## src/rtl/pin_bank_pkg.sv

```systemverilog
package pin_bank_pkg;
   localparam int WORD_W       = 32;
   localparam int ALT_PER_WORD = 16;
   localparam int NUM_BANKS    = 8;

   typedef enum logic [2:0] {
      BANK_LEVEL = 3'd0,
      BANK_DIR   = 3'd1,
      BANK_SET   = 3'd2,
      BANK_CLR   = 3'd3,
      BANK_RISE  = 3'd4,
      BANK_FALL  = 3'd5,
      BANK_STAT  = 3'd6,
      BANK_ALT   = 3'd7
   } bank_e;
endpackage

```

## src/rtl/bank_addr_decode.sv

```systemverilog
module bank_addr_decode
   import pin_bank_pkg::*;
#(
   parameter int NREG   = 2,
   parameter int ADDR_W = 8,
   localparam int IDX_W = (2 * NREG > 1) ? $clog2(2 * NREG) : 1
) (
   input  logic [ADDR_W-1:0] addr,
   output bank_e             bank,
   output logic [IDX_W-1:0]  word,
   output logic              in_map
);
   localparam int ALT_FIRST = 7 * NREG;
   localparam int MAP_WORDS = 9 * NREG;

   logic unused_lsb;
   assign unused_lsb = ^addr[1:0];

   always_comb begin
      int unsigned wi;
      wi     = 32'(addr[ADDR_W-1:2]);
      in_map = (wi < MAP_WORDS);
      if (wi >= ALT_FIRST) begin
         bank = BANK_ALT;
         word = IDX_W'(wi - ALT_FIRST);
      end else begin
         bank = bank_e'(3'(wi / NREG));
         word = IDX_W'(wi % NREG);
      end
   end
endmodule

```

## src/rtl/pin_sync_edge.sv

```systemverilog
module pin_sync_edge #(
   parameter int NPINS  = 64,
   parameter int STAGES = 2
) (
   input  logic             clk,
   input  logic             rst_n,
   input  logic [NPINS-1:0] pin_async,
   output logic [NPINS-1:0] level,
   output logic [NPINS-1:0] rise,
   output logic [NPINS-1:0] fall
);
   logic [NPINS-1:0] stage_q [STAGES];
   logic [NPINS-1:0] prev_q;

   generate
      for (genvar s = 0; s < STAGES; s++) begin : g_stage
         if (s == 0) begin : g_first
            always_ff @(posedge clk or negedge rst_n)
               if (!rst_n) stage_q[0] <= '0;
               else        stage_q[0] <= pin_async;
         end else begin : g_next
            always_ff @(posedge clk or negedge rst_n)
               if (!rst_n) stage_q[s] <= '0;
               else        stage_q[s] <= stage_q[s-1];
         end
      end
   endgenerate

   always_ff @(posedge clk or negedge rst_n)
      if (!rst_n) prev_q <= '0;
      else        prev_q <= stage_q[STAGES-1];

   assign level = stage_q[STAGES-1];
   assign rise  = stage_q[STAGES-1] & ~prev_q;
   assign fall  = ~stage_q[STAGES-1] & prev_q;
endmodule

```

## src/rtl/edge_status_bank.sv

```systemverilog
module edge_status_bank #(
   parameter int NPINS = 64
) (
   input  logic             clk,
   input  logic             rst_n,
   input  logic [NPINS-1:0] rise,
   input  logic [NPINS-1:0] fall,
   input  logic [NPINS-1:0] rise_arm,
   input  logic [NPINS-1:0] fall_arm,
   input  logic [NPINS-1:0] ack,
   output logic [NPINS-1:0] status
);
   logic [NPINS-1:0] hit;

   assign hit = (rise & rise_arm) | (fall & fall_arm);

   // a fresh edge outranks an acknowledge in the same cycle
   always_ff @(posedge clk or negedge rst_n)
      if (!rst_n) status <= '0;
      else        status <= (status & ~ack) | hit;

   p_ack_clears_r7: assert property (@(posedge clk) disable iff (!rst_n)
      1'b1 |=> ((status & $past(ack & ~hit)) == '0));

   p_edge_kept_r7: assert property (@(posedge clk) disable iff (!rst_n)
      (|hit) |=> ((status & $past(hit)) == $past(hit)));
endmodule

```

## src/rtl/pin_bank_ctrl.sv

```systemverilog
module pin_bank_ctrl
   import pin_bank_pkg::*;
#(
   parameter int NPINS       = 64,
   parameter int ADDR_W      = 8,
   parameter int SYNC_STAGES = 2
) (
   input  logic               clk,
   input  logic               rst_n,
   input  logic               reg_en,
   input  logic               reg_we,
   input  logic [ADDR_W-1:0]  reg_addr,
   input  logic [31:0]        reg_wdata,
   output logic [31:0]        reg_rdata,
   input  logic [NPINS-1:0]   pin_in,
   output logic [NPINS-1:0]   pin_out,
   output logic [NPINS-1:0]   pin_oe,
   output logic [2*NPINS-1:0] alt_sel,
   output logic               irq
);
   localparam int NREG   = NPINS / WORD_W;
   localparam int NALT   = 2 * NREG;
   localparam int IDX_W  = (NALT > 1) ? $clog2(NALT) : 1;
   localparam int MAP_BY = 9 * NREG * 4;

   generate
      if (NPINS <= 0 || (NPINS % WORD_W) != 0) begin : g_bad_pins
         $error("NPINS must be a positive multiple of 32");
      end
      if (MAP_BY > (1 << ADDR_W)) begin : g_bad_addr
         $error("ADDR_W too narrow for the register map");
      end
      if (SYNC_STAGES < 2) begin : g_bad_sync
         $error("SYNC_STAGES must be at least 2");
      end
   endgenerate

   bank_e              bank;
   logic [IDX_W-1:0]   word;
   logic               in_map, wr, rd;
   logic [NPINS-1:0]   lvl, rise, fall, status;
   logic [NPINS-1:0]   dir_q, dir_d, outv_q, outv_d;
   logic [NPINS-1:0]   rarm_q, rarm_d, farm_q, farm_d;
   logic [NPINS-1:0]   set_vec, clr_vec, ack_vec, alt_act;
   logic [2*NPINS-1:0] alt_q, alt_d;

   bank_addr_decode #(.NREG(NREG), .ADDR_W(ADDR_W)) i_dec (
      .addr(reg_addr), .bank(bank), .word(word), .in_map(in_map)
   );

   pin_sync_edge #(.NPINS(NPINS), .STAGES(SYNC_STAGES)) i_sync (
      .clk(clk), .rst_n(rst_n), .pin_async(pin_in),
      .level(lvl), .rise(rise), .fall(fall)
   );

   edge_status_bank #(.NPINS(NPINS)) i_stat (
      .clk(clk), .rst_n(rst_n), .rise(rise), .fall(fall),
      .rise_arm(rarm_q), .fall_arm(farm_q), .ack(ack_vec), .status(status)
   );

   assign wr = reg_en & reg_we & in_map;
   assign rd = reg_en & ~reg_we & in_map;

   always_comb begin
      dir_d   = dir_q;
      rarm_d  = rarm_q;
      farm_d  = farm_q;
      alt_d   = alt_q;
      set_vec = '0;
      clr_vec = '0;
      ack_vec = '0;
      for (int w = 0; w < NREG; w++) begin
         if (wr && word == IDX_W'(w)) begin
            case (bank)
               BANK_DIR:  dir_d[w*WORD_W +: WORD_W]   = reg_wdata;
               BANK_SET:  set_vec[w*WORD_W +: WORD_W] = reg_wdata;
               BANK_CLR:  clr_vec[w*WORD_W +: WORD_W] = reg_wdata;
               BANK_RISE: rarm_d[w*WORD_W +: WORD_W]  = reg_wdata;
               BANK_FALL: farm_d[w*WORD_W +: WORD_W]  = reg_wdata;
               BANK_STAT: ack_vec[w*WORD_W +: WORD_W] = reg_wdata;
               default: ;
            endcase
         end
      end
      for (int w = 0; w < NALT; w++) begin
         if (wr && bank == BANK_ALT && word == IDX_W'(w))
            alt_d[w*WORD_W +: WORD_W] = reg_wdata;
      end
      outv_d = (outv_q | set_vec) & ~clr_vec;
   end

   always_ff @(posedge clk or negedge rst_n)
      if (!rst_n) begin
         dir_q  <= '0;
         outv_q <= '0;
         rarm_q <= '0;
         farm_q <= '0;
         alt_q  <= '0;
      end else begin
         dir_q  <= dir_d;
         outv_q <= outv_d;
         rarm_q <= rarm_d;
         farm_q <= farm_d;
         alt_q  <= alt_d;
      end

   always_comb begin
      reg_rdata = '0;
      for (int w = 0; w < NREG; w++) begin
         if (rd && word == IDX_W'(w)) begin
            case (bank)
               BANK_LEVEL: reg_rdata = lvl[w*WORD_W +: WORD_W];
               BANK_DIR:   reg_rdata = dir_q[w*WORD_W +: WORD_W];
               BANK_RISE:  reg_rdata = rarm_q[w*WORD_W +: WORD_W];
               BANK_FALL:  reg_rdata = farm_q[w*WORD_W +: WORD_W];
               BANK_STAT:  reg_rdata = status[w*WORD_W +: WORD_W];
               default: ;
            endcase
         end
      end
      for (int w = 0; w < NALT; w++) begin
         if (rd && bank == BANK_ALT && word == IDX_W'(w))
            reg_rdata = alt_q[w*WORD_W +: WORD_W];
      end
   end

   generate
      for (genvar p = 0; p < NPINS; p++) begin : g_pin
         assign alt_act[p] = |alt_q[2*p +: 2];

         p_alt_blocks_oe_r8: assert property (@(posedge clk) disable iff (!rst_n)
            (alt_sel[2*p +: 2] != 2'b00) |-> !pin_oe[p]);
      end
   endgenerate

   assign pin_out = outv_q;
   assign pin_oe  = dir_q & ~alt_act;
   assign alt_sel = alt_q;
   assign irq     = |status;

   p_set_drives_r5: assert property (@(posedge clk) disable iff (!rst_n)
      (set_vec != '0) |=> ((pin_out & $past(set_vec)) == $past(set_vec)));

   p_clr_drives_r5: assert property (@(posedge clk) disable iff (!rst_n)
      (clr_vec != '0) |=> ((pin_out & $past(clr_vec)) == '0));

   p_level_ro_r3: assert property (@(posedge clk) disable iff (!rst_n)
      (wr && bank == BANK_LEVEL) |=>
         ($stable(pin_out) && $stable(pin_oe) && $stable(alt_sel)));

   p_irq_sticky_r9: assert property (@(posedge clk) disable iff (!rst_n)
      (irq && ack_vec == '0) |=> irq);

   p_oor_write_r10: assert property (@(posedge clk) disable iff (!rst_n)
      (reg_en && reg_we && !in_map) |=>
         ($stable(pin_out) && $stable(pin_oe) && $stable(alt_sel)));

   p_oor_read_r10: assert property (@(posedge clk) disable iff (!rst_n)
      (reg_en && !in_map) |-> (reg_rdata == '0));
endmodule

```

## config.mk

```make
export PLATFORM = sky130hd
export DESIGN_NAME = pin_bank_ctrl
export DESIGN_NICKNAME = d
export VERILOG_FILES = /design/src/rtl/pin_bank_pkg.sv /design/src/rtl/bank_addr_decode.sv /design/src/rtl/pin_sync_edge.sv /design/src/rtl/edge_status_bank.sv /design/src/rtl/pin_bank_ctrl.sv
export SDC_FILE = /design/constraint.sdc
export NUM_CORES = 1
export LEC_CHECK = 0
export CAP_MARGIN = 15
export CORE_MARGIN = 2
export CORE_UTILIZATION = 55
export CTS_CLUSTER_DIAMETER = 120
export DETAILED_ROUTE_END_ITERATION = 10
export PLACE_DENSITY_LB_ADDON = 0.08
export SYNTH_ARGS = -nofsm -noshare
export SYNTH_HDL_FRONTEND = slang
export SYNTH_SLANG_ARGS = --single-unit
```

## constraint.sdc

```tcl
create_clock -name clk -period 5.6 [get_ports clk]
set_input_delay 0.56 -clock clk [delete_from_list [all_inputs] [get_ports clk]]
set_output_delay 0.56 -clock clk [all_outputs]
set_load 0.02 [all_outputs]
```

==> results of run 1 <==
-- routing by layer --
layer	vias up	part of all wire [%]	GRT usage, %
li1	8642	-	-
met1	10473	42	50.0
met2	1068	45	52.7
met3	188	10	8.70
met4	2	3.2	11.2
met5	-	0.010	0
-- cells in the mapped netlist (42+ instances only) --
cell type	n
a21oi_1	58
buf_2	49
clkbuf_1	62
dfrtp_1	640
mux2_2	301
mux2i_1	91
nand2_1	352
nand3b_1	65
nor2_1	42
nor3b_1	65
o211ai_1	71
o21ai_0	84
o22ai_1	46
-- sequential cells by signal (all words and copies together), names as in the netlist --
| name | count |
|---|---|
| i_sync.prev_q | 64 |
| dir_q | 64 |
| farm_q | 64 |
| rarm_q | 64 |
| i_sync.stage_q | 64 |
| i_stat.status | 64 |
| pin_out | 64 |
| alt_sel | 128 |
| i_sync.level | 64 |
-- power by group --
group | internal [mW] | switching (mW) | total (mW) | leakage, nW
clock | 2.69 | 1.81 | 4.50 | 1.11
sequential | 4.86 | 0.236 | 5.09 | 8.08
combinational | 0.453 | 0.572 | 1.03 | 5.52
total | 8.01 | 2.62 | 10.6 | 14.7
-- cells by family (layout without fill, tap and decap cells) --
kind of cell / Yosys count / count (layout) / share of synthesized area [%]
compound gates: 389 / 389 / 9.27
buf+inv: 139 / 551 / 2.60
flops: 640 / 640 / 59.6
mux: 418 / 418 / 17.1
other cells: 0 / 3 / 0
simple gates: 611 / 611 / 11.5
-- how the worst max path moves through the flow --
stage | start | slack, ns | endpoint | cells after the start
2_1_floorplan | reg_addr[3] | 2.69 | reg_rdata[24] | 9
3_3_place_gp | reg_addr[7] | 1.11 | reg_rdata[21] | 8
3_5_place_dp | reg_addr[7] | 1.09 | reg_rdata[21] | 8
4_1_cts | reg_addr[7] | 1.09 | reg_rdata[21] | 8
5_1_grt | reg_addr[7] | 1.01 | reg_rdata[5] | 9
6_report | reg_addr[7] | 1.01 | reg_rdata[21] | 8
-- layout by cell type (no fill, tap or decap), types with 29 or more instances in the layout --
master	n
o22ai_1	46
nand2_1	350
o211ai_1	71
mux2i_1	91
clkbuf_16	71
mux2_2	301
dfrtp_1	640
buf_4	37
nand3b_1	65
nor2_1	42
clkdlybuf4s50_1	390
a22oi_1	29
o21ai_0	84
a21oi_1	58
nor3b_1	65
-- layout make-up --
class	count	area (µm²)	share of cell area, %
timing repair buffer	434	4290	12.8
multi-input combinational	1418	10200	30.4
antenna	3	7.51	0.0224
tap	622	778	2.32
clock buffer	101	2080	6.20
sequential	640	16000	47.8
clock inverter	15	154	0.459
inverter	1	3.75	0.0112
==> flow_metrics.tcl, run 1 <==
set metrics [dict create \
    cts_setup_buffers 0 \
    synth_seq_cells 640 \
    syn_area_per_cell_um2 12.2 \
    synth_flop_cell "dfrtp_1" \
    r2r_slack_ns 4.66 \
    dpl_cell_area_um2 31300 \
    report.final.slew_viol_count 0 \
    grt_max_degree 153 \
    final_area_um2 33500 \
    wirelength_mm 88.1 \
    hold_viol 2 \
    track_usage_pct 34.9 \
    ys_warn_count 0 \
    cts_hold_buf 0 \
    drt-initial-drc-count 2131 \
    cap_violations 0 \
    yosysSeqAreaShare_pct 59.6 \
    syn_nets 2305 \
    finalSetupViolCount 0 \
    numCtsBuffers 67 \
    initial_utilization_pct 55.4 \
    total_power_mw 10.6 \
    violations "hold timing" \
    setup.worst_path.end_class "output pin" \
    die_w_um 225 \
    rsz0062_at_grt "no" \
    syn_to_final_growth_pct 24.7 \
    core-area_um2 48500 \
    critPathLaunchType "primary input" \
    relSlewSlack_pct 28.3 \
    powerDensity_nw_per_um2 317 \
    ant_nets 0 \
    async_flop_share_pct 100 \
    die_h_um 225 \
    crit_type "primary input to output pin" \
    cts.sinks 640 \
    worstReg2RegEnd "dir_q[11]$_DFFE_PN0P_" \
    synth_top_cell_area_share_pct 59.6 \
    timing.fmax_mhz 218 \
    post-place-ws_ns 1.09 \
    cp_common_cell "clkdlybuf4s50_1" \
    synthTopCellsByArea "dfrtp_1 (60%), mux2_2 (13%), nand2_1 (4.9%)" \
    path_cells "clkdlybuf4s50_1 -> or4b_1 -> nor2_4 -> a22oi_1 -> a21oi_1 -> a211oi_1 -> nor3_1 -> clkdlybuf4s50_1" \
    finalClockSkew_ns 0.00701 \
    num-fill-cells 3646 \
    placed_cells 3115 \
    antenna_found_initial 5 \
    finish.net_count 2670 \
    cts_tree "built" \
    timing.rr.start "dir_q[11]$_DFFE_PN0P_" \
    cts_root_buf "clkbuf_16" \
    cpMaxStageDelayCell "or4b_1" \
    clk_latency_ns 0.60 \
    setup_tns_ns 0 \
    post-route-period-util_pct 81.9 \
    routed_via_density 6.30 \
    first_global_vias 20066 \
    place.port_buffers 394 \
    finalNonFillerCells 3234 \
    min_period_ns 4.59 \
    yosysTopAreaCell "dfrtp_1" \
    ir_drop_mv 0.255 \
    syn_area_um2 26900 \
    cts_resized 0 \
    synthCells 2197 \
    tightest_slew_ns 1.07 \
    synth_edf_count 0 \
    drc 0 \
    drive_gt1_share_pct 18.5 \
    path_buf_inv 2 \
    pin_count 397 \
    layout_setup_ws_ns 1.01 \
    clkTransAtPathRegs_ns 0.06 \
    path_max_fanout 13 \
    critical-path-top-delay-family "simple AND/OR/NAND/NOR gates" \
    die_area_um2 50700 \
    grt-ovfl-total 0 \
    vias 20373 \
    gp_congestion 0.949 \
    post-route-util_pct 69.0 \
    status "finished, violations left" \
    drt_pass1_iterations 5 \
    grt_pass1_wl_mm 130 \
    p_leak_nw 14.7 \
    required_ns 5.04 \
    dpl.hpwl_mm 61.2 \
    clk_path_buf_depth 3 \
    finalHoldWorstSlack_ns -0.00553 \
    ys_types 56 \
    ff2ff_path_depth 1 \
    slowest_delay_ns 0.84 \
    h-tree-depth 3 \
    rows 81 \
    hp-class "primary input to async pin" \
    wl_per_cell_um 27.2 \
    arrival_ns 4.03 \
]
Power figures use the tool's default switching activity.
==> inputs of run 2 (changes only) <==
--- a/config.mk
+++ b/config.mk
@@ -7,7 +7,7 @@
 export LEC_CHECK = 0
 export CAP_MARGIN = 15
 export CORE_MARGIN = 2
-export CORE_UTILIZATION = 55
+export CORE_UTILIZATION = 54
 export CTS_CLUSTER_DIAMETER = 120
 export DETAILED_ROUTE_END_ITERATION = 10
 export PLACE_DENSITY_LB_ADDON = 0.08
==> constraint.sdc (replaced) <==
create_clock -name clk -period 4.4 [get_ports clk]
set_input_delay 0.44 -clock clk [delete_from_list [all_inputs] [get_ports clk]]
set_output_delay 0.44 -clock clk [all_outputs]
set_load 0.02 [all_outputs]
==> run 2 against run 1 <==
Against the previous run:
- the run now ends clean
- sequential share of layout area fell by 0.39 points
- non-clock buffer count rose by 22
- global-route usage fell by 0.36 points
- cell area rose by 0.82%
- sequential power rose by 28%
- critical path depth rose by 1
- largest cell class unchanged
==> flow_metrics.tcl, run 2 (synthesized netlist as in run 1, its figures left out) <==
set metrics [dict create \
    status "finished, final reports clean" \
    die_area_um2 51600 \
    cts_tree "built" \
    rsz0062_at_grt "no" \
    powerDensity_nw_per_um2 404 \
    cts_hold_buf 1 \
    h-tree-depth 3 \
    drc 0 \
    finalNonFillerCells 3302 \
    wl_per_cell_um 26.9 \
    path_max_fanout 8 \
    cts_setup_buffers 0 \
    largest_register_ffs 128 \
    post-route-period-util_pct 91.7 \
    pin_count 397 \
    layout.area.seq_um2 16000 \
    finalClockSkew_ns 0.0251 \
    finalSetupViolCount 0 \
    drt_pass1_iterations 6 \
    core-area_um2 49100 \
    final_cell_mix "dfrtp_1 (640), clkdlybuf4s50_1 (378), nand2_1 (352)" \
    min_period_ns 4.03 \
    clk_path_buf_depth 3 \
    report.final.slew_viol_count 0 \
    die_h_um 227 \
    hp-class "primary input to register" \
    layout_commonest_cell "dfrtp_1" \
    p_leak_nw 14.9 \
    cts_resized 0 \
    relSlewSlack_pct 30.8 \
    ir_drop_mv 0.325 \
    cap_violations 0 \
    die_w_um 227 \
    total_power_mw 13.6 \
    finish.net_count 2693 \
    critPathLaunchType "primary input" \
    grt_max_degree 106 \
    ant_nets 0 \
    cts.sinks 640 \
    clkTransAtPathRegs_ns 0.06 \
    required_ns 3.96 \
    routed_via_density 6.14 \
    multi_input_area_um2 10200 \
    numCtsBuffers 68 \
    dpl.hpwl_mm 63.2 \
    drt-initial-drc-count 2020 \
    wirelength_mm 88.9 \
    vias 20275 \
    cts_root_buf "clkbuf_16" \
    placed_cells 3178 \
    drive_gt1_share_pct 19.4 \
    setup_tns_ns 0 \
    gp_congestion 0.946 \
    initial_utilization_pct 54.8 \
    track_usage_pct 34.6 \
    syn_to_final_growth_pct 25.7 \
    grt_pass1_wl_mm 130 \
    place.port_buffers 394 \
    clk_latency_ns 0.60 \
    rows 81 \
    tightest_slew_ns 1.04 \
    crit_type "primary input to output pin" \
    grt-ovfl-total 0 \
    timing.fmax_mhz 248 \
    setup.worst_path.end_class "output pin" \
    first_global_vias 19622 \
    arrival_ns 3.59 \
    hold_viol 0 \
    antenna_found_initial 2 \
    num-fill-cells 3682 \
]
-- run 2: per-layer routing --
| metal | GRT usage (%) | vias up | wire length [µm] |
|---|---|---|---|
| li1 | - | 8684 | - |
| met1 | 50.9 | 10475 | 38100 |
| met2 | 51.3 | 975 | 39800 |
| met3 | 7.12 | 139 | 8340 |
| met4 | 12.1 | 2 | 2590 |
| met5 | 0 | - | 7 |
-- run 2: layout make-up --
| type | instances | area share (%) |
|---|---|---|
| timing repair buffer | 456 | 13.2 |
| clock inverter | 17 | 0.726 |
| tap | 664 | 2.46 |
| sequential | 640 | 47.4 |
| inverter | 1 | 0.0111 |
| clock buffer | 104 | 6.04 |
| multi-input combinational | 1418 | 30.1 |
| antenna | 2 | 0.0148 |
-- run 2: final timing paths --
path / startpoint / endpoint / slack [ns] / cells after the start
worst max-delay path: reg_addr[6] / reg_rdata[17] / 0.37 / 9
worst min-delay path: pin_in[33] / i_sync.stage_q[97]$_DFF_PN0_ / 0.28 / 1
worst max register to register: alt_sel[17]$_DFFE_PN0P_ / alt_sel[17]$_DFFE_PN0P_ / 3.48 / 1
worst min register to register: i_sync.stage_q[90]$_DFF_PN0_ / i_sync.level[26]$_DFF_PN0_ / 0.34 / 0
max in group asynchronous: rst_n / dir_q[22]$_DFFE_PN0P_ / 2.73 / 3
min in group asynchronous: rst_n / pin_out[23]$_DFF_PN0_ / 0.49 / 2
-- run 2: metrics by stage --
stage               hold slack (ns)  setup WS, ns  instance area, µm²  util (%)
floorplan                     0.144          1.73               26900         -
global placement              0.332         0.473               31500      64.2
detailed placement            0.335         0.445               31500      64.2
CTS                           0.254         0.444               33800      68.9
global route                  0.264         0.310               33800      68.9
finish                        0.277         0.365               33800      68.9
-- run 2: worst max-delay path, stage by stage --
cell and delay, ns:
clkdlybuf4s50_1 0.59, or4b_1 0.67, nor2_4 0.30, buf_4 0.22, nand2_1 0.08, nand4_1 0.10
nand3_1 0.09, a21oi_1 0.40, clkdlybuf4s50_1 0.69
-- run 2: where the power goes --
part           leakage (nW)  internal [mW]  switching [mW]
clock network          1.11           3.50            2.33
logic                  5.67          0.586           0.732
registers              8.08           6.18           0.302
